**src/rtl/nxpc_pkg.sv**
```systemverilog
package nxpc_pkg;
  typedef enum logic [1:0] {
    XFER_SEQ    = 2'd0,
    XFER_BRANCH = 2'd1,
    XFER_JAL    = 2'd2,
    XFER_JALR   = 2'd3
  } xfer_e;

  typedef enum logic [2:0] {
    CMP_EQ   = 3'b000,
    CMP_NE   = 3'b001,
    CMP_RSV2 = 3'b010,
    CMP_RSV3 = 3'b011,
    CMP_LT   = 3'b100,
    CMP_GE   = 3'b101,
    CMP_LTU  = 3'b110,
    CMP_GEU  = 3'b111
  } cmp_e;

  localparam int INSN_BYTES = 4;
  localparam int CMP_CODES  = 8;
endpackage

```
**src/rtl/nxpc_cond_eval.sv**
```systemverilog
module nxpc_cond_eval
  import nxpc_pkg::*;
#(
  parameter int XLEN = 32
) (
  input  logic [XLEN-1:0] lhs,
  input  logic [XLEN-1:0] rhs,
  input  cmp_e            kind,
  output logic            hit
);
  function automatic logic is_eq(input logic [XLEN-1:0] a, input logic [XLEN-1:0] b);
    return (a == b);
  endfunction

  function automatic logic is_lt_signed(input logic [XLEN-1:0] a, input logic [XLEN-1:0] b);
    return ($signed(a) < $signed(b));
  endfunction

  function automatic logic is_lt_unsigned(input logic [XLEN-1:0] a, input logic [XLEN-1:0] b);
    return (a < b);
  endfunction

  logic                 eq_w, lts_w, ltu_w;
  logic [CMP_CODES-1:0] hit_vec;

  assign eq_w  = is_eq(lhs, rhs);
  assign lts_w = is_lt_signed(lhs, rhs);
  assign ltu_w = is_lt_unsigned(lhs, rhs);

  // Bit 0 of the code inverts the base test of each pair
  genvar g;
  generate
    for (g = 0; g < CMP_CODES; g++) begin : g_code
      if (g / 2 == 0) begin : g_eq
        assign hit_vec[g] = eq_w ^ g[0];
      end else if (g / 2 == 1) begin : g_rsv
        assign hit_vec[g] = 1'b0;
      end else if (g / 2 == 2) begin : g_lts
        assign hit_vec[g] = lts_w ^ g[0];
      end else begin : g_ltu
        assign hit_vec[g] = ltu_w ^ g[0];
      end
    end
  endgenerate

  assign hit = hit_vec[kind];
endmodule

```
**src/rtl/nxpc_target_gen.sv**
```systemverilog
module nxpc_target_gen #(
  parameter int XLEN = 32,
  parameter int STEP = 4
) (
  input  logic [XLEN-1:0] pc,
  input  logic [XLEN-1:0] base,
  input  logic [XLEN-1:0] ofs,
  output logic [XLEN-1:0] seq_pc,
  output logic [XLEN-1:0] rel_pc,
  output logic [XLEN-1:0] ind_pc
);
  localparam logic [XLEN-1:0] STEP_V = XLEN'(STEP);

  function automatic logic [XLEN-1:0] wrap_add(input logic [XLEN-1:0] a, input logic [XLEN-1:0] b);
    return a + b;
  endfunction

  function automatic logic [XLEN-1:0] clear_lsb(input logic [XLEN-1:0] a);
    return {a[XLEN-1:1], 1'b0};
  endfunction

  assign seq_pc = wrap_add(pc, STEP_V);
  assign rel_pc = wrap_add(pc, ofs);
  assign ind_pc = clear_lsb(wrap_add(base, ofs));
endmodule

```
**src/rtl/nxpc_select.sv**
```systemverilog
module nxpc_select
  import nxpc_pkg::*;
#(
  parameter int XLEN = 32
) (
  input  xfer_e           kind,
  input  logic            br_hit,
  input  logic            link_nz,
  input  logic [XLEN-1:0] seq_pc,
  input  logic [XLEN-1:0] rel_pc,
  input  logic [XLEN-1:0] ind_pc,
  output logic [XLEN-1:0] next_pc,
  output logic            taken,
  output logic [XLEN-1:0] link_val,
  output logic            link_we
);
  always_comb begin
    next_pc = seq_pc;
    taken   = 1'b0;
    link_we = 1'b0;
    unique case (kind)
      XFER_SEQ: begin
        next_pc = seq_pc;
      end
      XFER_BRANCH: begin
        taken   = br_hit;
        next_pc = br_hit ? rel_pc : seq_pc;
      end
      XFER_JAL: begin
        taken   = 1'b1;
        next_pc = rel_pc;
        link_we = link_nz;
      end
      XFER_JALR: begin
        taken   = 1'b1;
        next_pc = ind_pc;
        link_we = link_nz;
      end
      default: ;
    endcase
  end

  assign link_val = seq_pc;
endmodule

```
**src/rtl/nxpc_unit.sv**
```systemverilog
module nxpc_unit
  import nxpc_pkg::*;
#(
  parameter int          XLEN      = 32,
  parameter int          REG_W     = 5,
  parameter bit          REG_STAGE = 1'b1,
  parameter logic [31:0] RESET_VEC = 32'h2000_0000
) (
  input  logic             clk,
  input  logic             rst,
  input  logic [XLEN-1:0]  cur_pc,
  input  logic [XLEN-1:0]  opa,
  input  logic [XLEN-1:0]  opb,
  input  logic [XLEN-1:0]  imm,
  input  logic [1:0]       xfer_kind,
  input  logic [2:0]       cmp_kind,
  input  logic [REG_W-1:0] link_idx,
  output logic [XLEN-1:0]  next_pc,
  output logic             taken,
  output logic [XLEN-1:0]  link_val,
  output logic             link_we,
  output logic [XLEN-1:0]  pc_q
);
  localparam logic [XLEN-1:0] RST_V = XLEN'(RESET_VEC);

  xfer_e           kind_w;
  cmp_e            cmp_w;
  logic            br_hit;
  logic            link_nz;
  logic [XLEN-1:0] seq_pc, rel_pc, ind_pc;

  assign kind_w  = xfer_e'(xfer_kind);
  assign cmp_w   = cmp_e'(cmp_kind);
  assign link_nz = |link_idx;

  nxpc_cond_eval #(.XLEN(XLEN)) u_cond (
    .lhs (opa),
    .rhs (opb),
    .kind(cmp_w),
    .hit (br_hit)
  );

  nxpc_target_gen #(.XLEN(XLEN), .STEP(INSN_BYTES)) u_tgt (
    .pc    (cur_pc),
    .base  (opa),
    .ofs   (imm),
    .seq_pc(seq_pc),
    .rel_pc(rel_pc),
    .ind_pc(ind_pc)
  );

  nxpc_select #(.XLEN(XLEN)) u_sel (
    .kind    (kind_w),
    .br_hit  (br_hit),
    .link_nz (link_nz),
    .seq_pc  (seq_pc),
    .rel_pc  (rel_pc),
    .ind_pc  (ind_pc),
    .next_pc (next_pc),
    .taken   (taken),
    .link_val(link_val),
    .link_we (link_we)
  );

  generate
    if (REG_STAGE) begin : g_pcreg
      logic [XLEN-1:0] pc_r;
      always_ff @(posedge clk) begin
        if (rst) pc_r <= RST_V;
        else     pc_r <= next_pc;
      end
      assign pc_q = pc_r;


      pc_reset_chk: assert property (@(posedge clk) rst |=> (pc_q == RST_V));


      pc_follow_chk: assert property (@(posedge clk) disable iff (rst)
        1'b1 |=> (pc_q == $past(next_pc)));
    end else begin : g_nopcreg
      assign pc_q = next_pc;
    end
  endgenerate


  seq_quiet_chk: assert property (@(posedge clk) disable iff (rst)
    (kind_w == XFER_SEQ) |-> (!taken && !link_we && next_pc == link_val));


  rsv_cmp_chk: assert property (@(posedge clk) disable iff (rst)
    (cmp_w == CMP_RSV2 || cmp_w == CMP_RSV3) |-> !br_hit);


  jalr_align_chk: assert property (@(posedge clk) disable iff (rst)
    (kind_w == XFER_JALR) |-> (taken && next_pc[0] == 1'b0));


  link_gate_chk: assert property (@(posedge clk) disable iff (rst)
    link_we |-> ((kind_w == XFER_JAL || kind_w == XFER_JALR) && link_nz));


  untaken_seq_chk: assert property (@(posedge clk) disable iff (rst)
    (kind_w == XFER_BRANCH && !br_hit) |-> (!taken && next_pc == seq_pc));
endmodule

```
**config.mk**
```make
export PLATFORM = sky130hd
export DESIGN_NAME = nxpc_unit
export DESIGN_NICKNAME = d
export VERILOG_FILES = /design/src/rtl/nxpc_pkg.sv /design/src/rtl/nxpc_cond_eval.sv /design/src/rtl/nxpc_target_gen.sv /design/src/rtl/nxpc_select.sv /design/src/rtl/nxpc_unit.sv
export SDC_FILE = /design/constraint.sdc
export NUM_CORES = 1
export LEC_CHECK = 0
export BUFFER_PORTS_ARGS = -buffer_cell sky130_fd_sc_hd__clkbuf_2
export CAP_MARGIN = 20
export CORE_ASPECT_RATIO = 1.1
export CORE_UTILIZATION = 55
export DETAILED_ROUTE_END_ITERATION = 10
export GPL_ROUTABILITY_DRIVEN = 1
export PLACE_DENSITY = 0.87
export SYNTH_ARGS = -nofsm -noshare
export SYNTH_HDL_FRONTEND = slang
export SYNTH_SLANG_ARGS = --single-unit
```
**constraint.sdc**
```tcl
create_clock -name clk -period 7.9 [get_ports clk]
set_clock_uncertainty 0.2 [all_clocks]
set_input_delay 1.58 -clock clk [delete_from_list [all_inputs] [get_ports clk]]
set_output_delay 1.58 -clock clk [all_outputs]
set_load 0.03 [all_outputs]
```
==> summary.md, run 1 <==
| Metric | Value |
|---|---|
| Async SR Flop Fraction | 0% |
| Syn avg cell area | 7.46 um^2 |
| Maximum VDD drop | 0.199 mV |
| Cell variety after synth | 83 |
| Fmax | 0.149 GHz |
| Rel. slew slack | 44.4% |
| Routed length per instance | 18.6 um |
| DP Cell Count | 1288 |
| DRT antenna net count | 0 |
| Most used DFF post-synth | dfxtp_1 |
| Min Tclk post-route | 6700 ps |
| Detailed placer's ending HPWL | 20400 um |
| Crit path max-delay family | compound AO/OA/AOI/OAI gates |
| Layout cell share with drive strength beyond 1 | 25.5% |
| Io pins | 238 |
| Chip Width | 109 um |
| Vias in the first global route | 7378 |
| Postcts setup bufs | 0 |
| Initial Utilization | 57.2% |
| Syn nets | 1166 |
| Tot GR Track Use | 36.1% |
| CP max FO | 29 |
| CP required | 6120 ps |
| Area Growth Syn to Fin | 20.1% |
| Largest net degree at the start of global routing | 37 |
| Seq. cell area | 641 um^2 |
| CTS buffer count | 5 |
| Power Total | 1.13 mW |
| GRT overflow | 0 |
| Max reg flops | 32 |
| # DRC | 0 |
| Clock Path Buffers | 2 |
| Critical path class | in -> out |
| Fillers | 1064 |
| Clock root buffer | clkbuf_16 |
| Worst path slowest cell | a31oi_4 |
| Worst Hold Class | in -> reg |
| PortBufs | 237 |
| Outcome | finished, final reports clean |
| Clock tree from TritonCTS | built |
| Antenna violations before repair | 0 |
| Final non-filler cell total | 1296 |
| CTS clk-pin slew, worst paths | 50 ps |
| Die area | 13100 um^2 |
| Maxcap violations | 0 |
| Core area | 12100 um^2 |
| Arr. time, crit path | 4920 ps |
| CTS sink cnt | 32 |
| Drt first pass iters | 5 |
| EDFF count, synth | 0 |
| Nets | 1377 |
| Synthesized area | 6940 um^2 |
| Final wirelength | 24100 um |
| Sequential share of the synthesized area | 9.23% |
| GPL Wtd Cong | 0.992 |
| Critical-path cell list | clkbuf_2 -> ha_1 -> o21ai_0 -> a21oi_1 -> o31ai_1 -> a21oi_1 -> or4_4 -> a31oi_4 -> buf_4 -> nor3b_1 -> a211oi_1 -> clkbuf_2 |
| RSZ-0062 raised after global routing | false |
| Hold Vio Cnt, Final | 0 |
| Power per cell area | 135 nW/um^2 |
| Leak | 4.10 nW |
| Final Max Slew Viols | 0 |
| Multi-input gate area | 5920 um^2 |
| Die Height | 120 um |
| Finish-stage setup viols | 0 |
| Post_cts resized | 0 |
| Post-CTS Hold Fix Bufs | 0 |
| Antenna diodes | 0 |
| CP endpoint kind | output port |
| Tightest Pin Transition | 834 ps |
| Gate Count Post-Synth | 930 |
| YS warnings | 0 |
| Worst path bufs/invs | 3 |
| Vias | 8238 |
| Vias per cell | 6.36 |
| Global-route wire length before repair | 37000 um |
| Post-synthesis register bit count | 32 |
| Final core utilization | 68.7% |
| Final Cycle Share | 84.8% |
| CP peak stage delay | 670 ps |
| Setup TNS | 0 ps |
| Htree depth | 2 |
| Initial DRC count | 673 |
| CP Launch Type | input port |
| Cell row count | 42 |
## metrics by stage
step / setup slack [ps] / hold WS (ps) / area (um^2)
4_1_cts: 1250 / 1630 / 8330
3_5_place_dp: 1260 / 1820 / 8180
3_3_place_gp: 1380 / 1820 / 8180
5_1_grt: 1050 / 1650 / 8330
6_report: 1200 / 1650 / 8330
2_1_floorplan: 1640 / 1560 / 6940
## layout make-up
type,instances,share of cell area (%)
clock buffer,7,1.71
clock inverter,1,0.0901
inverter,56,2.52
multi-input combinational,804,71.0
sequential,32,7.69
tap,154,2.31
timing repair buffer,242,14.7
## cell usage after synthesis, types with 12 or more instances
| cell type | number | share of area (%) |
|---|---|---|
| ha_1 | 94 | 17 |
| nand4_1 | 25 | 2.3 |
| clkbuf_1 | 30 | 1.6 |
| nor2_1 | 61 | 3.3 |
| nand3_1 | 24 | 1.7 |
| a211oi_1 | 29 | 3.1 |
| or3_1 | 12 | 1.1 |
| o21ai_0 | 40 | 2.9 |
| nand2_1 | 63 | 3.4 |
| nor3_1 | 25 | 1.8 |
| a21oi_1 | 84 | 6.1 |
| dfxtp_1 | 32 | 9.2 |
| xnor2_1 | 45 | 5.7 |
| inv_1 | 55 | 3.0 |
| o21a_1 | 18 | 1.9 |
| mux2i_1 | 17 | 2.5 |
| and3_1 | 19 | 1.7 |
| and2_1 | 12 | 1.1 |
| a21o_1 | 38 | 4.1 |
| xor2_1 | 34 | 4.3 |
## kinds of logic after synthesis
kind of cell               count (synthesis)  share of synthesized area (%)
AOI/OAI and AO/OA                        321                           32.8
xor gates and xnor gates                  79                           9.97
adders and majority gates                 96                           17.5
buffers and inverters                     94                           5.48
DFF                                       32                           9.23
muxes                                     21                           3.16
and+or+nand+nor                          287                           21.8
## metal layers
layer	share of wire [%]	track usage, %	routed length, um
met2	43	55.9	10300
met4	3.6	12.8	872
met1	43	50.9	10400
met3	10	4.18	2430
met5	0	0	0
## worst paths after layout
path,slack [ps],to,cells past startpoint,from
worst max-delay path,1200,next_pc[6],12,opa[2]
worst min-delay path,1650,pc_q[0],4,cur_pc[0]
## layout by cell type (no fill, tap or decap), types with 17 or more instances in the layout
master and n:
a211oi_1 29, o21ai_0 40, a21o_1 38, o21a_1 18
dfxtp_1 32, mux2i_1 17, a21oi_1 84, nand2_1 63
nand3_1 24, clkbuf_2 237, nor3_1 25, nand4_1 25
inv_1 55, xnor2_1 45, nor2_1 61, xor2_1 34
ha_1 94, and3_1 19
## report_power, final
group	leakage [nW]	switching [mW]	total, mW	internal (mW)
clock network	0.0701	0.0624	0.187	0.125
logic	3.76	0.489	0.753	0.264
registers	0.267	0.00419	0.185	0.181
total	4.10	0.556	1.13	0.570
## worst min-delay path, delay by kind of cell
| kind | cells | cell delay (ps) |
|---|---|---|
| buffers and inverters | 2 | 180 |
| AOI/OAI and AO/OA | 2 | 310 |
No activity file was read; power rests on OpenSTA's default activity.
==> run 2: changes to the inputs <==
--- a/config.mk
+++ b/config.mk
@@ -8,10 +8,10 @@
 export BUFFER_PORTS_ARGS = -buffer_cell sky130_fd_sc_hd__clkbuf_2
 export CAP_MARGIN = 20
 export CORE_ASPECT_RATIO = 1.1
-export CORE_UTILIZATION = 55
+export CORE_UTILIZATION = 48
 export DETAILED_ROUTE_END_ITERATION = 10
 export GPL_ROUTABILITY_DRIVEN = 1
-export PLACE_DENSITY = 0.87
+export PLACE_DENSITY = 0.8
 export SYNTH_ARGS = -nofsm -noshare
 export SYNTH_HDL_FRONTEND = slang
 export SYNTH_SLANG_ARGS = --single-unit
==> constraint.sdc (replaced) <==
create_clock -name clk -period 5.6 [get_ports clk]
set_clock_uncertainty 0.2 [all_clocks]
set_input_delay 1.12 -clock clk [delete_from_list [all_inputs] [get_ports clk]]
set_output_delay 1.12 -clock clk [all_outputs]
set_load 0.03 [all_outputs]
==> run 2 against run 1 <==
Compared with the run above:
- power increased by 43%
- combinational power increased by 42%
- final area increased by 2.1%
- global-route usage decreased by 4.5 points
- clock-buffer cell count increased by 1
- first-iteration DRC count decreased by 12%
- highest routed layer unchanged
- sequential share of layout area decreased by 0.16 points
- die area increased by 14%
- sequential power increased by 42%
- setup slack got worse by 1000 ps
- routed wire length decreased by 0.45%
- critical path type unchanged
==> summary.md, run 2 (same netlist as run 1, synthesis figures left out) <==
| Metric | Value |
|---|---|
| Outcome | finished, final reports clean (unchanged) |
| Chip Width | 117 um (was 109 um) |
| Area Growth Syn to Fin | 22.7% (was 20.1%) |
| CTS clk-pin slew, worst paths | 50 ps (about the same) |
| CP startpoint | opa[23] (was opa[2]) |
| Fmax | 0.184 GHz |
| HP Start | cur_pc[0] (unchanged) |
| Vias in the first global route | 7409 (was 7378) |
| Clock root buffer | clkbuf_16 (unchanged) |
| Vias | 8174 (was 8238) |
| Power Total | 1.60 mW (was 1.13 mW) |
| Power per cell area | 189 nW/um^2 (was 135 nW/um^2) |
| GPL Wtd Cong | 0.976 (was 0.992) |
| Worst path bufs/invs | 5 (was 3) |
| Vias per cell | 6.07 (was 6.36) |
| Final wirelength | 24000 um (was 24100 um) |
| Clock tree from TritonCTS | built (unchanged) |
| Initial DRC count | 592 (was 673) |
| DRT antenna net count | 0 (unchanged) |
| Rel. slew slack | 47.2% (was 44.4%) |
| Crit path max-delay family | compound AO/OA/AOI/OAI gates (unchanged) |
| Tightest Pin Transition | 792 ps (was 834 ps) |
| Worst path slowest cell | nor4_2 (was a31oi_4) |
| Final Max Slew Viols | 0 (unchanged) |
| Most common cell after layout, fill and taps aside | clkbuf_2 (unchanged) |
| Post-CTS Hold Fix Bufs | 0 (unchanged) |
| Min Tclk post-route | 5440 ps |
| Htree depth | 2 (unchanged) |
| GRT overflow | 0 (unchanged) |
| Worst Hold Class | in -> reg (unchanged) |
| Antenna violations before repair | 0 (unchanged) |
| Worst path most repeated cell | buf_4 |
| Critical path class | in -> out (unchanged) |
| Clock Path Buffers | 2 (unchanged) |
| PortBufs | 237 (unchanged) |
| Drt first pass iters | 5 (unchanged) |
| Die area | 14900 um^2 (was 13100 um^2) |
| Antenna diodes | 0 (unchanged) |
| Leak | 4.18 nW (was 4.10 nW) |
| CP endpoint kind | output port (unchanged) |
| Final Cycle Share | 97.2% |
| Maxcap violations | 0 (unchanged) |
| Final non-filler cell total | 1346 (was 1296) |
| Arr. time, crit path | 4120 ps (was 4920 ps) |
| DP Cell Count | 1333 (was 1288) |
| Global-route wire length before repair | 37000 um (about the same) |
| Critical-path cell list | clkbuf_2 -> ha_1 -> nand3_1 -> nor4_2 -> nand4_1 -> mux2i_1 -> a211oi_2 -> buf_4 -> a31oi_4 -> buf_4 -> buf_4 -> o32ai_1 -> a21oi_1 -> clkbuf_2 (was clkbuf_2 -> ha_1 -> o21ai_0 -> a21oi_1 -> o31ai_1 -> a21oi_1 -> or4_4 -> a31oi_4 -> buf_4 -> nor3b_1 -> a211oi_1 -> clkbuf_2) |
| Largest net degree at the start of global routing | 55 (was 37) |
| Core area | 14000 um^2 (was 12100 um^2) |
| Io pins | 238 (unchanged) |
| # DRC | 0 (unchanged) |
| Detailed placer's ending HPWL | 20500 um (was 20400 um) |
| CP max FO | 9 (was 29) |
| Routed length per instance | 17.8 um (was 18.6 um) |
| CTS sink cnt | 32 (unchanged) |
| Max reg flops | 32 (unchanged) |
| Layout cell share with drive strength beyond 1 | 26.5% (was 25.5%) |
| Finish-stage setup viols | 0 (unchanged) |
| Hold Vio Cnt, Final | 0 (unchanged) |
| CP Launch Type | input port (unchanged) |
| Maximum VDD drop | 0.117 mV (was 0.199 mV) |
| Cell row count | 45 (was 42) |
| CP required | 4280 ps (was 6120 ps) |
| Die Height | 128 um (was 120 um) |
| Initial Utilization | 49.7% (was 57.2%) |
| Tot GR Track Use | 31.6% (was 36.1%) |
| Most frequent cells in the layout | clkbuf_2, ha_1, a21oi_1 (unchanged) |
| CP peak stage delay | 470 ps (was 670 ps) |
| CTS buffer count | 5 (unchanged) |
| Nets | 1393 (was 1377) |
## run 2: changes by cell type in the layout (fill, tap and decap cells not counted)
cell,previous run,this run
clkbuf_1,1,2
clkinvlp_4,1,0
buf_12,0,1
buf_4,5,20
a221oi_1,4,3
a221oi_2,4,5
## run 2: power breakdown
part | total, mW | leakage (nW) | internal (mW) | switching [mW]
Combinational | 1.07 | 3.85 | 0.383 | 0.688
Clock | 0.271 | 0.0712 | 0.177 | 0.0944
Sequential | 0.262 | 0.267 | 0.256 | 0.00659
## run 2: final timing paths
path	end	slack [ps]	cells past startpoint
worst min-delay path	pc_q[0]	1140	4
worst max-delay path	next_pc[26]	160	14
## run 2: what timing repair did
| action | 4_1_cts | 5_1_grt |
|---|---|---|
| endpoints found under the setup margin | 0 | 13 |
| buffers inserted | 0 | 5 |
| gates resized for setup | 0 | 1 |
## run 2: per-layer routing
layer	part of all wire, %	global-route usage (%)	up-vias
met1	43	43.4	3699
met2	42	48.4	447
met5	0	0	-
li1	-	-	3969
met4	4.0	14.4	0
met3	11	4.44	59
## run 2: final cells by class
class                      count  area (um^2)
multi-input combinational    804         5920
tap                          188          235
timing repair buffer         258         1360
clock buffer                   8          146
sequential                    32          641
fill                        1364         5450
inverter                      56          210
## run 2: per-stage QoR
step	setup slack (ps)	hold WS (ps)	setup TNS [ps]	utilization, %	cell area (um^2)
6_report	158	1140	0	61.0	8510
5_1_grt	-0.489	1160	-0.489	61.0	8510
4_1_cts	105	1130	0	60.6	8470
3_5_place_dp	121	1360	0	59.6	8320
3_3_place_gp	194	1360	0	59.6	8320
2_1_floorplan	261	1100	0	-	6940
